### config.mk
export PLATFORM = sky130hd
export DESIGN_NAME = root_contention_resolver
export DESIGN_NICKNAME = d
export VERILOG_FILES = /design/src/rtl/rcr_pkg.sv /design/src/rtl/rcr_lfsr.sv /design/src/rtl/rcr_wait_timer.sv /design/src/rtl/root_contention_resolver.sv
export SDC_FILE = /design/constraint.sdc
export NUM_CORES = 1
export LEC_CHECK = 0
export BUFFER_PORTS_ARGS = -buffer_cell sky130_fd_sc_hd__clkbuf_2
export CORE_UTILIZATION = 35
export CTS_CLUSTER_SIZE = 24
export DETAILED_ROUTE_END_ITERATION = 12
export PLACE_DENSITY = 0.5
export REMOVE_ABC_BUFFERS = 1
export SLEW_MARGIN = 20
export SYNTH_ARGS = -nofsm -noshare
export SYNTH_HDL_FRONTEND = slang
export SYNTH_SLANG_ARGS = --single-unit
### constraint.sdc
create_clock -name clk -period 2 [get_ports clk]
set_clock_uncertainty 0.1 [all_clocks]
set_input_delay 0.3 -clock clk [delete_from_list [all_inputs] [get_ports clk]]
set_output_delay 0.3 -clock clk [all_outputs]
set_load 0.01 [all_outputs]
### src/rtl/rcr_pkg.sv
package rcr_pkg;

   typedef enum logic {
      SRC_EXTERNAL = 1'b0,
      SRC_INTERNAL = 1'b1
   } rand_src_e;

   // One step of a right-shifting Galois LFSR
   function automatic logic [15:0] lfsr_step(input logic [15:0] s, input logic [15:0] taps);
      lfsr_step = s[0] ? ((s >> 1) ^ taps) : (s >> 1);
   endfunction

endpackage

### src/rtl/rcr_lfsr.sv
module rcr_lfsr #(
   parameter logic [15:0] TAPS = 16'hB400,
   parameter logic [15:0] SEED = 16'hACE1
) (
   input  logic clk,
   input  logic rst_n,
   output logic bit_o
);
   logic [15:0] state_q;

   if (SEED == 16'h0) begin : g_bad_seed
      $error("rcr_lfsr: SEED must be nonzero");
   end

   always_ff @(posedge clk or negedge rst_n) begin
      if (!rst_n) state_q <= SEED;
      else        state_q <= rcr_pkg::lfsr_step(state_q, TAPS);
   end

   assign bit_o = state_q[0];
endmodule

### src/rtl/rcr_wait_timer.sv
module rcr_wait_timer #(
   parameter int FAST_CYCLES = 16,
   parameter int SLOW_CYCLES = 48
) (
   input  logic clk,
   input  logic rst_n,
   input  logic load_i,
   input  logic slow_i,
   output logic busy_o,
   output logic expire_o
);
   localparam int CW = $clog2(SLOW_CYCLES + 1);
   localparam logic [CW-1:0] FAST_LOAD = CW'(FAST_CYCLES - 1);
   localparam logic [CW-1:0] SLOW_LOAD = CW'(SLOW_CYCLES - 1);

   logic [CW-1:0] cnt_q;
   logic          busy_q;

   always_ff @(posedge clk or negedge rst_n) begin
      if (!rst_n) begin
         busy_q <= 1'b0;
         cnt_q  <= '0;
      end else if (!busy_q) begin
         if (load_i) begin
            busy_q <= 1'b1;
            cnt_q  <= slow_i ? SLOW_LOAD : FAST_LOAD;
         end
      end else if (cnt_q == '0) begin
         busy_q <= 1'b0;
      end else begin
         cnt_q <= cnt_q - 1'b1;
      end
   end

   assign busy_o   = busy_q;
   assign expire_o = busy_q && (cnt_q == '0);
endmodule

### src/rtl/root_contention_resolver.sv
module root_contention_resolver #(
   parameter int                  FAST_CYCLES = 16,
   parameter int                  SLOW_CYCLES = 48,
   parameter rcr_pkg::rand_src_e  RAND_SRC    = rcr_pkg::SRC_INTERNAL,
   parameter logic [15:0]         LFSR_TAPS   = 16'hB400,
   parameter logic [15:0]         LFSR_SEED   = 16'hACE1
) (
   input  logic clk,
   input  logic rst_n,
   input  logic start_i,
   input  logic ext_rand_i,
   input  logic line_req_i,
   input  logic req_drive_i,
   output logic tx_req_o,
   output logic busy_o,
   output logic resolve_root_o,
   output logic resend_o
);
   if (FAST_CYCLES < 1) begin : g_bad_fast
      $error("root_contention_resolver: FAST_CYCLES must be at least 1");
   end
   if (SLOW_CYCLES <= FAST_CYCLES) begin : g_bad_slow
      $error("root_contention_resolver: SLOW_CYCLES must exceed FAST_CYCLES");
   end

   logic rand_bit;
   logic busy;
   logic expire;
   logic accept;
   logic root_q;
   logic resend_q;

   if (RAND_SRC == rcr_pkg::SRC_INTERNAL) begin : g_int_rand
      logic lfsr_bit;
      rcr_lfsr #(.TAPS(LFSR_TAPS), .SEED(LFSR_SEED)) u_lfsr (
         .clk   (clk),
         .rst_n (rst_n),
         .bit_o (lfsr_bit)
      );
      assign rand_bit = lfsr_bit ^ ext_rand_i;
   end else begin : g_ext_rand
      assign rand_bit = ext_rand_i;
   end

   assign accept = start_i && !busy;

   rcr_wait_timer #(.FAST_CYCLES(FAST_CYCLES), .SLOW_CYCLES(SLOW_CYCLES)) u_timer (
      .clk      (clk),
      .rst_n    (rst_n),
      .load_i   (accept),
      .slow_i   (rand_bit),
      .busy_o   (busy),
      .expire_o (expire)
   );

   // Outcome is decided only at the last wait edge
   always_ff @(posedge clk or negedge rst_n) begin
      if (!rst_n) begin
         root_q   <= 1'b0;
         resend_q <= 1'b0;
      end else begin
         root_q   <= expire &&  line_req_i;
         resend_q <= expire && !line_req_i;
      end
   end

   assign busy_o         = busy;
   assign tx_req_o       = req_drive_i && !busy;
   assign resolve_root_o = root_q;
   assign resend_o       = resend_q;
endmodule

* Word level (Yosys, flattened, before mapping)
Cells that the tools add are included.
** Storage, ports and cells
- Flip-flop bits (word level) :: 25
- Bits of input ports :: 6
- Output and inout port bits :: 4
- Logic and storage cells :: 27
** Cells by class
- Add/subtract/negate cells :: 1
- Equality and inequality tests :: 1
- Multiplexer cells :: 8
- Bitwise gates (word level) :: 2
- Reduce and logical (&&, ||, !) cells :: 10
** Operators by type and width (count)
- 2-to-1 mux 6 bit :: 4
- 2-to-1 mux 16 bit :: 1
- zero test 6 bit :: 1
- subtractor 6 x 1 -> 6 bit, second input constant :: 1
- logical AND 1 bit :: 5
- NOT 3 -> 4 bit :: 1
- 2-to-1 mux 1 bit :: 3
- zero test 1 bit :: 2
- inequality test 2 bit, second input constant :: 1
- AND reduction 2 bit :: 1
- nonzero test 2 bit :: 1
- XOR 1 bit :: 1

* Longest topological paths before layout
Gate-level depths: netlist of the first run.
- Word-level depth :: 4
- Depth in mapped cells :: 5
- Gate-level depth less buffers :: 5

* Cells and area by module
From an unflattened synthesis of the first run, not the netlist that was laid out.
** Second synthesis, totals
- Cells, all modules :: 68
- Area total of the unflattened synthesis :: 932.1 sq um
** By module, submodules not included
- rcr_lfsr :: times used 1, cells an instance 19, area an instance 436.7 sq um, sequential area each 410.4 sq um
- rcr_wait_timer :: times used 1, cells an instance 42, area an instance 406.6 sq um, sequential area each 175.2 sq um
- root_contention_resolver :: times used 1, cells an instance 7, area an instance 88.8 sq um, sequential area each 50.0 sq um

* Worst setup path after synthesis of the first run
Ideal clock, no wire load.
- Kind :: register -> register
- Start :: register u_timer.cnt_q[0]
- End :: register u_timer.cnt_q[1]
- Setup time :: 0.121 ns
- Arrival :: 1.218 ns
- Required time :: 1.779 ns
- Path slack :: 0.561 ns
- Stages on the path, launching flop included :: 6
- Cell sequence :: dfrtp_1 -> inv_1 -> ha_1 -> nor2b_1 -> a31oi_1 -> o22a_1
** On the way
- Longest elaborated chain between the ends :: 3
- Elaborated cells between the ends (all ways) :: 6
- Classes of those cells :: 1 x add/sub; 1 x eq/ne; 2 x mux; 2 x reduce/logical
** RTL lines
- start, declared :: RTL line rcr_wait_timer.sv:16 : logic [CW-1:0] cnt_q;
- start signal, assigned :: RTL line rcr_wait_timer.sv:26 : cnt_q <= slow_i ? SLOW_LOAD : FAST_LOAD;
- start signal, assigned :: RTL line rcr_wait_timer.sv:31 : cnt_q <= cnt_q - 1'b1;
- subtractor 6 x 1 -> 6 bit or zero test 6 bit (tied branches) :: RTL line rcr_wait_timer.sv:31, rcr_wait_timer.sv:28
- 2-to-1 mux 6 bit or inequality test 2 bit (tied branches)
- 2-to-1 mux 6 bit or AND reduction 2 bit (tied branches)
Parallel ways exist; a longest one is shown, timed or not. The select of a mux whose other input is x is not followed.
A chain may end at the register's enable or synchronous reset.

* Final worst setup path of the first run
Ends and elaborated chain as after synthesis.

==> results of run 1 <==
[cells in the mapped netlist, drive strengths merged, types with 2 or more instances]
library cell / number
nor3: 3
o311ai: 2
nor2: 4
xor2: 3
nand3: 2
dfrtp: 17
or3: 2
nand2b: 2
nand2: 2
and4: 2
nor2b: 2
a2bb2oi: 3
dfstp: 8
inv: 4
ha: 2
o31ai: 3
[per-stage QoR]
| step | hold WS, ps | util | power, mW | std cells |
|---|---|---|---|---|
| 2_1_floorplan | -95.6 | - | 0.974 | 68 |
| 3_3_place_gp | 230 | 0.405 | 1.08 | 107 |
| 3_5_place_dp | 229 | 0.405 | 1.08 | 107 |
| 4_1_cts | 31.4 | 0.420 | 1.30 | 112 |
| 5_1_grt | 24.2 | 0.420 | 1.38 | 112 |
| 6_report | 41.5 | 0.420 | 1.29 | 112 |
[sequential cells by signal, indices dropped and copies added, names as in the netlist]
register and flops:
g_int_rand.u_lfsr.state_q 16, resend_o 1, resolve_root_o 1, u_timer.busy_o 1
u_timer.cnt_q 6
[area by class of cell]
| cell class | count | area (um2) |
|---|---|---|
| clock buffers | 3 | 22.5 |
| clock inverters | 1 | 5.00 |
| fillers | 242 | 1460 |
| inverters | 4 | 15.0 |
| multi-input cells | 39 | 289 |
| flip-flops and latches | 25 | 636 |
| well taps | 30 | 37.5 |
| repair buffers | 10 | 55.1 |
[worst max-delay path, stage by stage, from the launching register on]
cell and delay (ps):
dfrtp_1 440, inv_1 130, ha_1 200, nor2b_1 300, a31oi_1 150, o22a_1 230
[power by group through the flow]
stage	sequential [mW]	combinational, mW	clock (mW)
final	0.691	0.385	0.214
after global routing	0.706	0.431	0.246
after CTS	0.689	0.388	0.226
after detailed placement	0.698	0.387	0
after global placement	0.694	0.383	0
after floorplan	0.677	0.297	0
[worst paths after layout]
check | startpoint | endpoint | cells past startpoint
worst min-delay path | line_req_i | resend_o | 2
min in group asynchronous | rst_n | u_timer.cnt_q[2] | 2
worst max-delay path | u_timer.cnt_q[0] | u_timer.cnt_q[1] | 5
worst min register to register | g_int_rand.u_lfsr.state_q[2] | g_int_rand.u_lfsr.state_q[1] | 0
worst max register to register | u_timer.cnt_q[0] | u_timer.cnt_q[1] | 5
max in group asynchronous | rst_n | g_int_rand.u_lfsr.state_q[4] | 2
[cells by family after synthesis]
kind of cell	after synthesis	synth area share
DFF	25	0.671
adders and majority gates	2	0.0264
xor gates and xnor gates	4	0.0370
AOI/OAI and AO/OA	12	0.108
and+or+nand+nor	21	0.133
buffers and inverters	5	0.0238
[per-layer routing]
layer,routed length [um],track usage,vias up
met3,75,0.0593,2
met2,624,0.167,11
met4,13,0.0385,0
li1,-,-,269
met1,762,0.168,284
met5,0,0,-
==> out/results.ini, run 1 <==
[status]
status=finished clean

[pwr]
power.static_leakage_nw=0.497
combPwrFrac=0.298
irDropWorstVdd_mv=0.599
powerDensity_mw_per_mm2=1220
clockPowerShare=0.166
internal_power_mw=0.835
p_seq_frac=0.536
switching_share=0.352
p_sw_mw=0.455

[final_layout]
layout_common_cells=dfrtp_1 (17), clkbuf_2 (9), dfstp_2 (8)
antenna_cells=0
final_common_cell=dfrtp_1
drive_above_1_share=0.293
fin_area_mm2=0.00106
final_nets=91
area_growth_pct=11.9

[synthesis]
synth-edff-count=0
synth_area_leaders=dfrtp_1 (45%), dfstp_2 (22%), a2bb2oi_1 (2.8%)
synth_seq_cells=25
yosys_warnings=0
synth_ff_type=dfrtp_1
synth_top_area_frac=0.449
async_flop_share=1.00
synth_cells=69
ys_seq_area_frac=0.671
synth.avg_cell_area_um2=13.7
synth_top_area_cell=dfrtp_1
synth.distinct_cells=27
synth_area_um2=947

[drt]
wl_per_cell_um=13.2
dr.first_iter.drc_count=14
dr.pass1.iters=4
drt_wl_total_um=1480
vias=566
drc=0
drtAntennaViolNets=0
via_per_inst=5.05

[clocking]
post_cts_resized=0
numCtsBuffers=3
clk_pin_slew_ps=130
worstSkewPairLatency_ps=310
cts_sinks=25
cts_tree=done
cts_max_level=1
cts-root-buf=clkbuf_4
cts_buffer_depth=2
cts_setup_buffers=0
hold_buffers=1

[sta]
hold_violations=0
tightest_slew_ps=589
finalCritPeriodShare=0.817
fmax_mhz=612
worst_slack_ps=366
setup_viol=0
slew_violations=0
rsz0062_at_grt=no
period_needed_ps=1630
setup_tns_ps=0
slew_headroom=0.607

[placed_design]
dp_slack_ps=390
placed_area_mm2=0.00102
gp_congestion=0.876
port_buffers=9
hpwl_um=1010

[global_route]
track_usage=0.122
grt_max_degree=26
gr-total-overflow=0
grt_pass1_wl_um=2370
grt_pass1_vias=497
antenna_found_initial=0

[die]
io-pin-count=10
die_w_um=54.0
rows=18
initial_core_util=0.375
die_h_um=54.0
core-area_mm2=0.00252
die-area_mm2=0.00292

[critical_path]
start_kind=register
critPathArrivalTime_ps=1740
rrSetupSlack_ps=370
cp_max_fo=5
path_class=reg2reg
cp.required_ps=2110
worst_setup_path_end_kind=register

[job]
cap_violations=0

[worst_hold_path]
hold_path.class=in2reg

Note: power is estimated with default switching activity, not from simulation.
==> run 2, diff against run 1 <==
- ABC_AREA: not set -> 1
- PLACE_DENSITY: 0.5 -> 0.52
- clock period: 2 -> 1.3 ns (I/O delays scaled with it)
==> run 2 against run 1 <==
Against the previous run: combinational power grew to 2.8 times the previous value; largest cell class unchanged; the flow now finishes with violations (setup timing); global-route usage shrank 0.079 points; wire length rose by 0.68%.
==> out/results.ini, run 2 <==
[drt]
dr.first_iter.drc_count=4  ; -10
via_per_inst=4.25  ; -16%
drtAntennaViolNets=0  ; unchanged
wl_per_cell_um=10.5  ; -20%
vias=599  ; +5.8%
dr.pass1.iters=4  ; unchanged
drc=0  ; unchanged
drt_wl_total_um=1490  ; +0.68%

[clocking]
worstSkewPairLatency_ps=320  ; about the same
cts_sinks=25  ; unchanged
cts_buffer_depth=2  ; unchanged
cts-root-buf=clkbuf_4
cts_max_level=1  ; unchanged
clk_pin_slew_ps=130  ; about the same
cts_tree=done
numCtsBuffers=3  ; unchanged

[synthesis]
synth_common_cells=dfrtp_1 (17), nand2_1 (13), inv_1 (9)
synth-edff-count=0  ; unchanged
synth.avg_cell_area_um2=11.7  ; -15%
yosys_warnings=0  ; unchanged
synth_ff_type=dfrtp_1
synth_top_area_cell=dfrtp_1
yosysMostFrequentCell=dfrtp_1
synth_area_um2=996  ; +5.2%
synth_area_leaders=dfrtp_1 (43%), dfstp_2 (21%), nand2_1 (4.9%)
synth.distinct_cells=19  ; -30%
synth_seq_cells=25  ; unchanged
synth_cells=85  ; +23%
async_flop_share=1.00  ; unchanged
synth_top_area_frac=0.427  ; -0.0220
ys_seq_area_frac=0.638  ; -0.0329

[sta]
rsz0062_at_grt=yes
finalCritPeriodShare=1.00  ; +0.187
hold_violations=0  ; unchanged
period_needed_ps=1300  ; -329 ps
slew_violations=0  ; unchanged
setup_viol=1  ; +1
fmax_mhz=766  ; +25%
tightest_slew_ps=305  ; -284 ps
setup_tns_ps=-4.67  ; -4.67 ps
slew_headroom=0.797  ; +0.190
worst_slack_ps=-4.67  ; -371 ps

[pwr]
p_total_mw=2.42  ; +88%
irDropWorstVdd_mv=1.09  ; +82%
powerDensity_mw_per_mm2=1960  ; +61%
power.static_leakage_nw=0.632  ; +27%

[worst_hold_path]
holdPathEnd=u_timer.busy_o
hold_depth=4  ; +2
min_from=start_i
hold_path.class=in2reg

[placed_design]
port_buffers=9  ; unchanged
hpwl_um=1060  ; +4.6%
gp_congestion=0.756  ; -14%

[final_layout]
final_common_cell=dfrtp_1
layout_common_cells=dfrtp_1 (17), nand2_1 (12), buf_4 (11)
antenna_cells=0  ; unchanged
largest_reg_flops=16  ; unchanged
fillers=236  ; -2.5%
drive_above_1_share=0.477  ; +0.185
area_growth_pct=24.2
final_nets=120  ; +32%
regMostFlops=g_int_rand.u_lfsr.state_q
final_util=0.478  ; +0.0576
top_regs=g_int_rand.u_lfsr.state_q x16, u_timer.cnt_q x6

[die]
die-area_mm2=0.00306  ; +5.0%
rows=18  ; unchanged
initial_core_util=0.385  ; +0.00905
die_h_um=55.3  ; +2.5%
io-pin-count=10  ; unchanged
die_w_um=55.3  ; +2.5%
core-area_mm2=0.00259  ; +2.7%

[critical_path]
worst_r2r_endpoint=u_timer.cnt_q[3]
reg2reg_depth=9  ; +4
path_class=reg2reg
worst_setup_path_end_kind=register
r2r-start=u_timer.cnt_q[1]
critPathArrivalTime_ps=1430  ; -310 ps
start_kind=register
cp_max_fo=9  ; +4
cp.required_ps=1420  ; -690 ps
rrSetupSlack_ps=-5  ; -370 ps

[global_route]
grt_pass1_vias=626  ; +26%
gr-total-overflow=0  ; unchanged
grt_max_degree=16  ; -38%
antenna_found_initial=0  ; unchanged
grt_pass1_wl_um=2820  ; +19%
track_usage=0.121  ; -0.000791

[job]
cap_violations=0  ; unchanged

[status]
violations=setup timing
status=finished with violations

## run 2: changes by cell type after synthesis, sizes merged, moves of 3 or more
cell     change
a2bb2oi      -3
inv          +6
nand2       +16
nand3        +6
nor2         +5
nor3         -3
o21ai        +4
o31ai        -3
## run 2: timing repair
action / 4_1_cts / 5_1_grt
hold buffers: 2 / 0
gates resized for setup: 4 / 4
pin swaps: 2 / 3
hold endpoints to repair: 22 / 0
setup buffers: 2 / 2
setup endpoints to repair: 7 / 10
gates cloned: 0 / 0
## run 2: worst max path at each step
stage	startpoint	to	slack [ps]	cells past startpoint
after detailed placement	u_timer.cnt_q[0]	u_timer.cnt_q[3]	-60	9
after global routing	u_timer.cnt_q[1]	u_timer.cnt_q[5]	-70	7
final	u_timer.cnt_q[1]	u_timer.cnt_q[3]	-5	9
after CTS	u_timer.cnt_q[1]	u_timer.cnt_q[3]	-10	9
after floorplan	u_timer.cnt_q[0]	u_timer.cnt_q[3]	-70	9
after global placement	u_timer.cnt_q[0]	u_timer.cnt_q[1]	-20	9
## run 2: cell type report
type / count / area (um2) / area share
clock buffers: 3 / 22.5 / 0.0182
clock inverters: 1 / 7.51 / 0.00607
inverters: 10 / 45.0 / 0.0364
multi-input cells: 49 / 322 / 0.260
flip-flops and latches: 25 / 636 / 0.514
well taps: 30 / 37.5 / 0.0303
repair buffers: 23 / 168 / 0.135
## run 2: routing by layer
metal	up-vias	global-route usage	share of wire
met1	274	0.157	0.50
met5	-	0	0
met4	0	0.0429	0.015
li1	312	-	-
met3	5	0.0492	0.038
met2	8	0.182	0.44
## run 2: report_power, final
part,internal (mW),switching (mW)
clock,0.118,0.230
combinational,0.514,0.553
sequential,0.896,0.109
## run 2: critical path: stages, from the launching register on
cell,delay [ps]
dfrtp_1,410
inv_2,100
ha_4,140
nand2_2,50
inv_2,60
nand3_4,90
nand2_8,100
inv_8,50
nand2_2,60
o21ai_2,40
## run 2: cells by family after synthesis
family | count (synthesis) | synth area share
xor+xnor | 4 | 0.0352
flops | 25 | 0.638
fa+ha+maj | 2 | 0.0251
simple gates | 38 | 0.205
buf+inv | 11 | 0.0565
compound gates | 5 | 0.0402
## run 2: through the flow
stage	instances	setup slack, ps	hold WS, ps	instance area, um2
2_1_floorplan	84	-68.0	-201	985
3_5_place_dp	131	-56.3	-0.615	1140
5_1_grt	141	-75.0	156	1240
4_1_cts	139	-11.2	158	1210
6_report	141	-4.67	164	1240
3_3_place_gp	131	-18.8	-2.48	1140
==> run 3, diff against run 2 <==
- BUFFER_PORTS_ARGS: -buffer_cell sky130_fd_sc_hd__clkbuf_2 -> not set
- DONT_BUFFER_PORTS: not set -> 1
- PLACE_DENSITY: 0.52 -> 0.49
==> run 3 against run 2 <==
Against the previous run: the run now ends clean; worst setup slack better by 11 ps; sequential power barely moved; via count decreased by 4.7%; sequential share of layout area grew 1.8 points.
==> out/results.ini, run 3 (synthesis results as in run 2) <==
[status]
status=finished clean

[global_route]
grt_pass1_vias=548  ; -12%
antenna_found_initial=0  ; unchanged
grt_max_degree=26  ; +10
gr-total-overflow=0  ; unchanged
grt_pass1_wl_um=2530  ; -11%
track_usage=0.110  ; -0.0110

[drt]
dr.first_iter.drc_count=3  ; -1
via_per_inst=4.36  ; +2.6%
vias=571  ; -4.7%
drtAntennaViolNets=0  ; unchanged
wl_per_cell_um=11.1  ; +5.3%
drc=0  ; unchanged
dr.pass1.iters=3  ; -1
drt_wl_total_um=1450  ; -2.2%

[clocking]
cts-root-buf=clkbuf_4
cts_buffer_depth=2  ; unchanged
clk_pin_slew_ps=130  ; about the same
cts_max_level=1  ; unchanged
worstSkewPairLatency_ps=310  ; about the same
numCtsBuffers=3  ; unchanged
cts_sinks=25  ; unchanged
cts_tree=done

[sta]
finalCritPeriodShare=0.995  ; -0.00825
slew_violations=0  ; unchanged
setup_viol=0  ; -1
hold_violations=0  ; unchanged
rsz0062_at_grt=yes
fmax_mhz=773  ; +0.83%
setup_tns_ps=0  ; +4.67 ps
period_needed_ps=1290  ; -10.7 ps
slew_headroom=0.868  ; +0.0711
tightest_slew_ps=198  ; -107 ps

[pwr]
powerDensity_mw_per_mm2=1970  ; +0.92%
power.static_leakage_nw=0.593  ; -6.3%
switching_share=0.371  ; +0.00180
p_seq_frac=0.420  ; +0.005
combPwrFrac=0.440  ; about the same
p_sw_mw=0.875  ; -2.0%
clockPowerShare=0.140  ; -0.003
irDropWorstVdd_mv=0.927  ; -15%
internal_power_mw=1.49  ; -2.7%

[final_layout]
final_util=0.462  ; -0.0159
antenna_cells=0  ; unchanged
final_nets=110  ; -8.3%
regArea_um2=636  ; unchanged
top_regs=g_int_rand.u_lfsr.state_q x16, u_timer.cnt_q x6
area_growth_pct=20.1
layout_common_cells=dfrtp_1 (17), nand2_1 (12), buf_4 (9)
fillers=237  ; +0.42%
regMostFlops=g_int_rand.u_lfsr.state_q
drive_above_1_share=0.446  ; -0.0319
final_common_cell=dfrtp_1
largest_reg_flops=16  ; unchanged
multiInputGateArea_um2=332  ; +3.1%

[critical_path]
cp-startpoint=u_timer.cnt_q[0]
endpoint=u_timer.cnt_q[2]
start_kind=register
worst_r2r_endpoint=u_timer.cnt_q[2]
path_class=reg2reg
cp_max_fo=4  ; -5
cp.required_ps=1450  ; +30 ps
worst_setup_path_end_kind=register
r2r-start=u_timer.cnt_q[0]
rrSetupSlack_ps=6  ; about the same
critPathArrivalTime_ps=1440  ; about the same
reg2reg_depth=6  ; -3

[die]
rows=18  ; unchanged
die_h_um=55.3  ; unchanged
io-pin-count=10  ; unchanged
core-area_mm2=0.00259  ; unchanged
die-area_mm2=0.00306  ; unchanged
initial_core_util=0.385  ; unchanged
die_w_um=55.3  ; unchanged

[job]
cap_violations=0  ; unchanged

[worst_hold_path]
hold_path.class=in2reg

[placed_design]
port_buffers=0  ; -9
gp_congestion=0.722  ; -4.5%
hpwl_um=983  ; -7.3%

==> run 3: critical path, stage by stage (launching register included) <==
cell	delay [ps]
dfrtp_1	380
inv_2	60
ha_2	210
or2_2	300
nand3_1	80
nand2_2	60
o21ai_2	50
==> run 3: worst min path at each step <==
stage / cells past startpoint / slack [ps] / from / to
CTS: 3 / 80 / start_i / u_timer.busy_o
finish: 5 / 90 / ext_rand_i / u_timer.cnt_q[5]
global route: 3 / 80 / start_i / u_timer.busy_o
global placement: 0 / -200 / rst_n / g_int_rand.u_lfsr.state_q[2]
floorplan: 0 / -200 / rst_n / g_int_rand.u_lfsr.state_q[12]
detailed placement: 0 / -200 / rst_n / g_int_rand.u_lfsr.state_q[2]
==> run 3: cell type report <==
cell class / count / area share
Multi-Input combinational cell: 49 / 0.277
Tap cell: 30 / 0.0314
Clock buffer: 3 / 0.0188
Timing Repair Buffer: 13 / 0.0994
Inverter: 10 / 0.0377
Clock inverter: 1 / 0.00418
Sequential cell: 25 / 0.531
==> run 3: layer usage <==
layer	global-route usage	wire length (um)	up-vias
met1	0.145	728	268
met4	0.0429	18	0
met2	0.158	661	7
li1	-	-	294
met5	0	0	-
met3	0.0492	47	2
==> run 3: power by group through the flow <==
| stage | Combinational [mW] | Sequential (mW) | Clock, mW |
|---|---|---|---|
| 2_1_floorplan | 0.655 | 1.00 | 0 |
| 3_3_place_gp | 0.900 | 0.999 | 0 |
| 3_5_place_dp | 0.921 | 0.999 | 0 |
| 4_1_cts | 1.05 | 0.988 | 0.352 |
| 5_1_grt | 1.17 | 1.01 | 0.378 |
| 6_report | 1.04 | 0.991 | 0.330 |
==> run 3: stage by stage <==
stage | worst slack [ps] | total power [mW] | instance area [um2] | cells | hold WS (ps)
final | 6.05 | 2.36 | 1200 | 131 | 90.5
after global routing | -61.5 | 2.56 | 1200 | 131 | 84.0
after CTS | -6.11 | 2.39 | 1190 | 131 | 77.2
after detailed placement | -28.9 | 1.92 | 1080 | 122 | -200
after global placement | -21.7 | 1.90 | 1080 | 122 | -200
after floorplan | -68.0 | 1.66 | 985 | 84 | -201
==> run 3: timing repair <==
item,in CTS,in global routing
setup endpoints to repair,6,7
setup buffers,2,0
resized for setup,9,2
cloned,0,0
hold buffers,3,0
hold endpoints to repair,27,0
pin swaps,2,1
